===== src/rtl/wdg_pkg.sv =====
package wdg_pkg;
  typedef enum logic [1:0] {
    CMD_NONE = 2'b00,
    CMD_DIS  = 2'b01,
    CMD_RST  = 2'b10,
    CMD_BOTH = 2'b11
  } wdg_cmd_e;

  function automatic wdg_cmd_e wdg_decode(input logic dis, input logic rst);
    wdg_cmd_e c;
    unique case ({rst, dis})
      2'b00:   c = CMD_NONE;
      2'b01:   c = CMD_DIS;
      2'b10:   c = CMD_RST;
      default: c = CMD_BOTH;
    endcase
    return c;
  endfunction
endpackage


===== src/rtl/wdg_seq_det.sv =====
module wdg_seq_det
  import wdg_pkg::*;
(
  input  logic clk,
  input  logic rst_n,
  input  logic slot_i,
  input  logic dis_i,
  input  logic rst_i,
  input  logic backup_exit_i,
  output logic kill_o,
  output logic clr_o,
  output logic pend_o
);
  wdg_cmd_e cmd;
  logic     pend_q;

  always_comb begin
    cmd    = wdg_decode(dis_i, rst_i);
    kill_o = slot_i && pend_q && (cmd == CMD_RST);
    clr_o  = slot_i && ((cmd == CMD_RST) || (cmd == CMD_BOTH));
    pend_o = pend_q;
  end

  // One slot of memory: a disable stays pending only until the next slot.
  always_ff @(posedge clk or negedge rst_n) begin
    if (!rst_n)             pend_q <= 1'b0;
    else if (backup_exit_i) pend_q <= 1'b0;
    else if (slot_i)        pend_q <= (cmd == CMD_DIS);
  end
endmodule


===== src/rtl/wdg_arm_flag.sv =====
module wdg_arm_flag (
  input  logic clk,
  input  logic rst_n,
  input  logic arm_i,
  input  logic kill_i,
  output logic en_o
);
  always_ff @(posedge clk or negedge rst_n) begin
    if (!rst_n)      en_o <= 1'b1;
    else if (arm_i)  en_o <= 1'b1;
    else if (kill_i) en_o <= 1'b0;
  end
endmodule


===== src/rtl/wdg_tmo_ctr.sv =====
module wdg_tmo_ctr #(
  parameter int CNT_W = 16
) (
  input  logic             clk,
  input  logic             rst_n,
  input  logic             en_i,
  input  logic             clr_i,
  output logic             req_o,
  output logic [CNT_W-1:0] cnt_o
);
  localparam logic [CNT_W-1:0] TERM = '1;
  localparam logic [CNT_W-1:0] ONE  = {{(CNT_W-1){1'b0}}, 1'b1};

  logic [CNT_W-1:0] cnt_q;
  logic             req_q;

  always_ff @(posedge clk or negedge rst_n) begin
    if (!rst_n) begin
      cnt_q <= '0;
      req_q <= 1'b0;
    end else begin
      req_q <= 1'b0;
      if (clr_i || !en_i) begin
        cnt_q <= '0;
      end else if (cnt_q == TERM) begin
        cnt_q <= '0;
        req_q <= 1'b1;
      end else begin
        cnt_q <= cnt_q + ONE;
      end
    end
  end

  assign req_o = req_q;
  assign cnt_o = cnt_q;
endmodule


===== src/rtl/wdg_sentry.sv =====
module wdg_sentry #(
  parameter int CNT_W = 16
) (
  input  logic clk,
  input  logic rst_n,
  input  logic cmd_slot_i,
  input  logic cmd_disable_i,
  input  logic cmd_restart_i,
  input  logic backup_exit_i,
  output logic wdt_en_o,
  output logic rst_req_o
);
  logic             kill;
  logic             clr;
  logic             dis_pend;
  logic [CNT_W-1:0] cnt_q;

  wdg_seq_det u_seq (
    .clk          (clk),
    .rst_n        (rst_n),
    .slot_i       (cmd_slot_i),
    .dis_i        (cmd_disable_i),
    .rst_i        (cmd_restart_i),
    .backup_exit_i(backup_exit_i),
    .kill_o       (kill),
    .clr_o        (clr),
    .pend_o       (dis_pend)
  );

  wdg_arm_flag u_flag (
    .clk   (clk),
    .rst_n (rst_n),
    .arm_i (backup_exit_i),
    .kill_i(kill),
    .en_o  (wdt_en_o)
  );

  wdg_tmo_ctr #(.CNT_W(CNT_W)) u_ctr (
    .clk  (clk),
    .rst_n(rst_n),
    .en_i (wdt_en_o),
    .clr_i(clr || backup_exit_i),
    .req_o(rst_req_o),
    .cnt_o(cnt_q)
  );
endmodule


===== config.mk =====
export PLATFORM = sky130hd
export DESIGN_NAME = wdg_sentry
export DESIGN_NICKNAME = d
export VERILOG_FILES = /design/src/rtl/wdg_pkg.sv /design/src/rtl/wdg_seq_det.sv /design/src/rtl/wdg_arm_flag.sv /design/src/rtl/wdg_tmo_ctr.sv /design/src/rtl/wdg_sentry.sv
export SDC_FILE = /design/constraint.sdc
export NUM_CORES = 1
export LEC_CHECK = 0
export BUFFER_PORTS_ARGS = -buffer_cell sky130_fd_sc_hd__clkbuf_2
export CAP_MARGIN = 20
export CORE_MARGIN = 2
export CORE_UTILIZATION = 25
export DETAILED_ROUTE_END_ITERATION = 7
export MAX_ROUTING_LAYER = met4
export PLACE_DENSITY = 0.45
export SLEW_MARGIN = 20
export SYNTH_ARGS = -nofsm -noshare
export SYNTH_HDL_FRONTEND = slang
export SYNTH_SLANG_ARGS = --single-unit

===== constraint.sdc =====
create_clock -name clk -period 1.8 [get_ports clk]
set_input_delay 0 -clock clk [delete_from_list [all_inputs] [get_ports clk]]
set_output_delay 0 -clock clk [all_outputs]
set_load 0.02 [all_outputs]

==> results.md <==
- Status: complete, no violations
- Sw Share: 24.4%
- Final ANT Viol Nets: 0
- Number of max-cap violations: 0
- Clock latency on the worst-skew pair: 0.31 ns
- First-pass GRT wire length: a little under 3000 um
- Critical Path RT: a little over 2 ns
- DR pass1 iterations: 4
- # IOs: 8
- Minimum clock period: 1.52 ns
- Synth Register Bits: 19
- CP Cell Sequence: and4_1 -> nand4_4 -> or3_1 -> a21oi_1
- Sequential Power Share: about three fifths
- Cell Area, Placed: 1010 um^2
- HP Start: cmd_restart_i
- CP max stage delay: around 0.44 ns
- Largest net degree at the start of global routing: 20
- Yosys top cell by area: dfrtp_1
- Mapped Cells: between 80 and 90
- Total gr overflow: 0
- FF/Latch Area: between 400 and 500 um^2
- Nets: approximately 110
- Worst r2r src: u_ctr.cnt_o[6]$_DFF_PN0_
- RSZ-0062 raised after global routing: no
- Clock group share of total power: 31.9%
- Dominant cells by area after synthesis: dfrtp_1 49%, xor2_1 9.6%, nor2_1 5.7%, and3_1 3.4%, dfstp_2 2.9%
- DR vias: roughly 670
- Worst Path Buf+Inv: 0
- Vias in the first global route: around 630
- Clock-pin slew on the worst setup and hold paths: ~0.12 ns
- Number of distinct library cells after synthesis: 29
- Syn nets: 96
- IO Port Bufs: 7
- Multi-input gate area: between 400 and 500 um^2
- Num rows: 21
- Hold Path End: u_flag.en_o$_DFFE_PN1P_
- Async set-reset flop share out of synthesis: 100%
- Crit path max-delay family: simple AND/OR/NAND/NOR gates
- Final Hold Viols: 0
- Slowest stage cell, crit path: dfrtp_1
- Width of the die: around 65 um
- N_diodes: 0
- # clock sinks: 19
- Die height: approximately 65 um
- Comb pwr share: 6.8%
- Fillers: about 370
- Fin cells: 149
- Worst hold slack: between 0.02 and 0.025 ns
- Ratio of final minimum period to clock period: between 80 and 90%
- Initial antenna violation count: 0
- Most used flip-flop cell after synthesis: dfrtp_1
- Tightest Pin Transition: roughly 0.50 ns
- Final Cell Area: about 1100 um^2
- Setup tns final: 0 ns
- Initial Util: a little over a quarter
- CTS tree: yes
- Mapped cell area: between 900 and 1000 um^2
- Num CTS Buffers: 3
- CP arrival: between 1.5 and 2 ns
- Syn-to-layout area delta: 16.9%
- Number of flops mapped to enable cells by yosys: 0
- Crit Path Class: reg2reg
- Worst Setup Slack, final: around 0.28 ns
- Setup WS pre-CTS: 0.314 ns
- Clk_skew: between 0.01 and 0.015 ns
- Relative slew slack: 66.7%
- First DRT Iteration DRCs: 36
- Residual DRC: 0
- Fmax: between 600 and 700 MHz
- Tot GR Track Use: slightly below 10%
- Final HPWL DP: between 1000 and 1500 um
- Longest Clk Path Bufs: 2
- Placed cells: 142
- Worst hold path class: in2reg
- Routability cong.: 0.699
- Synth cell count leaders: 18 x dfrtp_1, 14 x nor2_1, 10 x xor2_1
- Post-DR vias/cell: approximately 4.5
- CP Launch Type: flip-flop
- CTS H-tree lvls: 1
- Layout cell share with drive strength beyond 1: 14.6%
- CP endpoint kind: flip-flop
- Total wire length: between 1500 and 2000 um
- Fin util: between 30% and 40%
- Core area: 3420 um^2
- Die ar.: ~4200 um^2
- R2R Setup Slk: around 0.28 ns
- Worst R2R Path Depth: 4
- Switching component of the power: about 170 uW
- Top cell type's share of synthesized area: about half
- Reg2reg end: u_ctr.cnt_o[14]$_DFF_PN0_
- Setup-failing EPs final: 0
- P_leak: 0.489 nW
- WL per Instance: 11.6 um
- Peak supply drop: 322 uV
- Warnings from Yosys: 0
- Internal power: roughly 540 uW
- Root cell of the clock tree: clkbuf_4
- PwrDens: between 600 and 700 nW/um^2
- Crit path launch: u_ctr.cnt_o[6]$_DFF_PN0_
- Final max-slew violation count: 0
- Hold Path Depth: 3
- Pwr Total: between 700 and 800 uW
- Avg Cell Area, Syn: ~10 um^2
- Count leader, synth: dfrtp_1
- Seq/Total Area, Yosys: between 50% and 60%
- Max Fanout on Critical Path: 5
==> what timing repair did <==
action | in CTS | in global routing
setup buffers | 0 | 0
hold buffers | 3 | 0
endpoints found under the hold margin | 20 | 0
gates resized for setup | 0 | 0
==> layout by cell type, fill, tap and decap left out, drive strengths merged <==
master / Yosys / layout
xor2: 10 / 10
dfstp: 1 / 1
nand2b: 1 / 1
nand3b: 2 / 2
clkbuf: 1 / 11
and3b: 1 / 1
buf: 2 / 3
and3: 5 / 5
dlygate4sd3: 0 / 3
and4: 2 / 2
a21o: 1 / 1
nand4: 5 / 5
nor3: 1 / 1
dfrtp: 18 / 18
nand4b: 1 / 1
ha: 1 / 1
inv: 1 / 1
nand2: 5 / 5
xnor2: 2 / 2
or3: 1 / 1
o211ai: 1 / 1
a21oi: 3 / 3
o21ai: 2 / 2
and2: 2 / 2
nor2: 14 / 14
o31ai: 1 / 1
nand3: 5 / 5
==> cells by family after synthesis <==
family | Yosys count | share of synthesized area, %
flip-flops | 19 | 52.0
XOR/XNOR | 12 | 11.5
buffers and inverters | 4 | 2.18
adder cells (fa/ha/maj) | 1 | 1.37
AO/OA/AOI/OAI | 8 | 5.19
AND/OR/NAND/NOR | 45 | 27.7
==> layout make-up <==
type	instances	area share [%]
well taps	46	5.37
multi-input cells	66	39.1
repair buffers	13	8.18
clock buffers	4	2.45
inverters	1	0.350
flip-flops and latches	19	44.5
==> worst max path at each step <==
stage,cells after the start,endpoint
2_1_floorplan,6,u_ctr.cnt_o[10]$_DFF_PN0_
3_3_place_gp,5,u_ctr.cnt_o[6]$_DFF_PN0_
3_5_place_dp,5,u_ctr.cnt_o[3]$_DFF_PN0_
4_1_cts,4,u_ctr.cnt_o[14]$_DFF_PN0_
5_1_grt,4,u_ctr.cnt_o[14]$_DFF_PN0_
6_report,4,u_ctr.cnt_o[14]$_DFF_PN0_
==> worst min-delay path, stage by stage <==
cell and delay, ns:
clkbuf_2 0.09, nand4b_1 0.09, a21o_1 0.11
==> power by group through the flow <==
| stage | Combinational, mW | Sequential (mW) | Clock [mW] |
|---|---|---|---|
| floorplan | 0.0202 | 0.444 | 0 |
| global placement | 0.0453 | 0.444 | 0 |
| detailed placement | 0.0458 | 0.444 | 0 |
| CTS | 0.0506 | 0.436 | 0.242 |
| global route | 0.0554 | 0.438 | 0.262 |
| finish | 0.0487 | 0.436 | 0.227 |
==> sequential cells by signal, summed over array words and instances (netlist names) <==
signal	count
u_ctr.cnt_o	16
u_seq.pend_o	1
u_flag.en_o	1
u_ctr.req_o	1
==> layer usage <==
layer  track usage, %  wire length, um  vias to the layer above  share of wire, %
met2             14.7              740                       14                43
met4             3.19               30                        0               1.7
li1                 -                -                      339                 -
met5                -                0                        -                 0
met1             12.5              891                      308                52
met3             3.13               68                        4               3.9
Power figures use the tool's default switching activity.
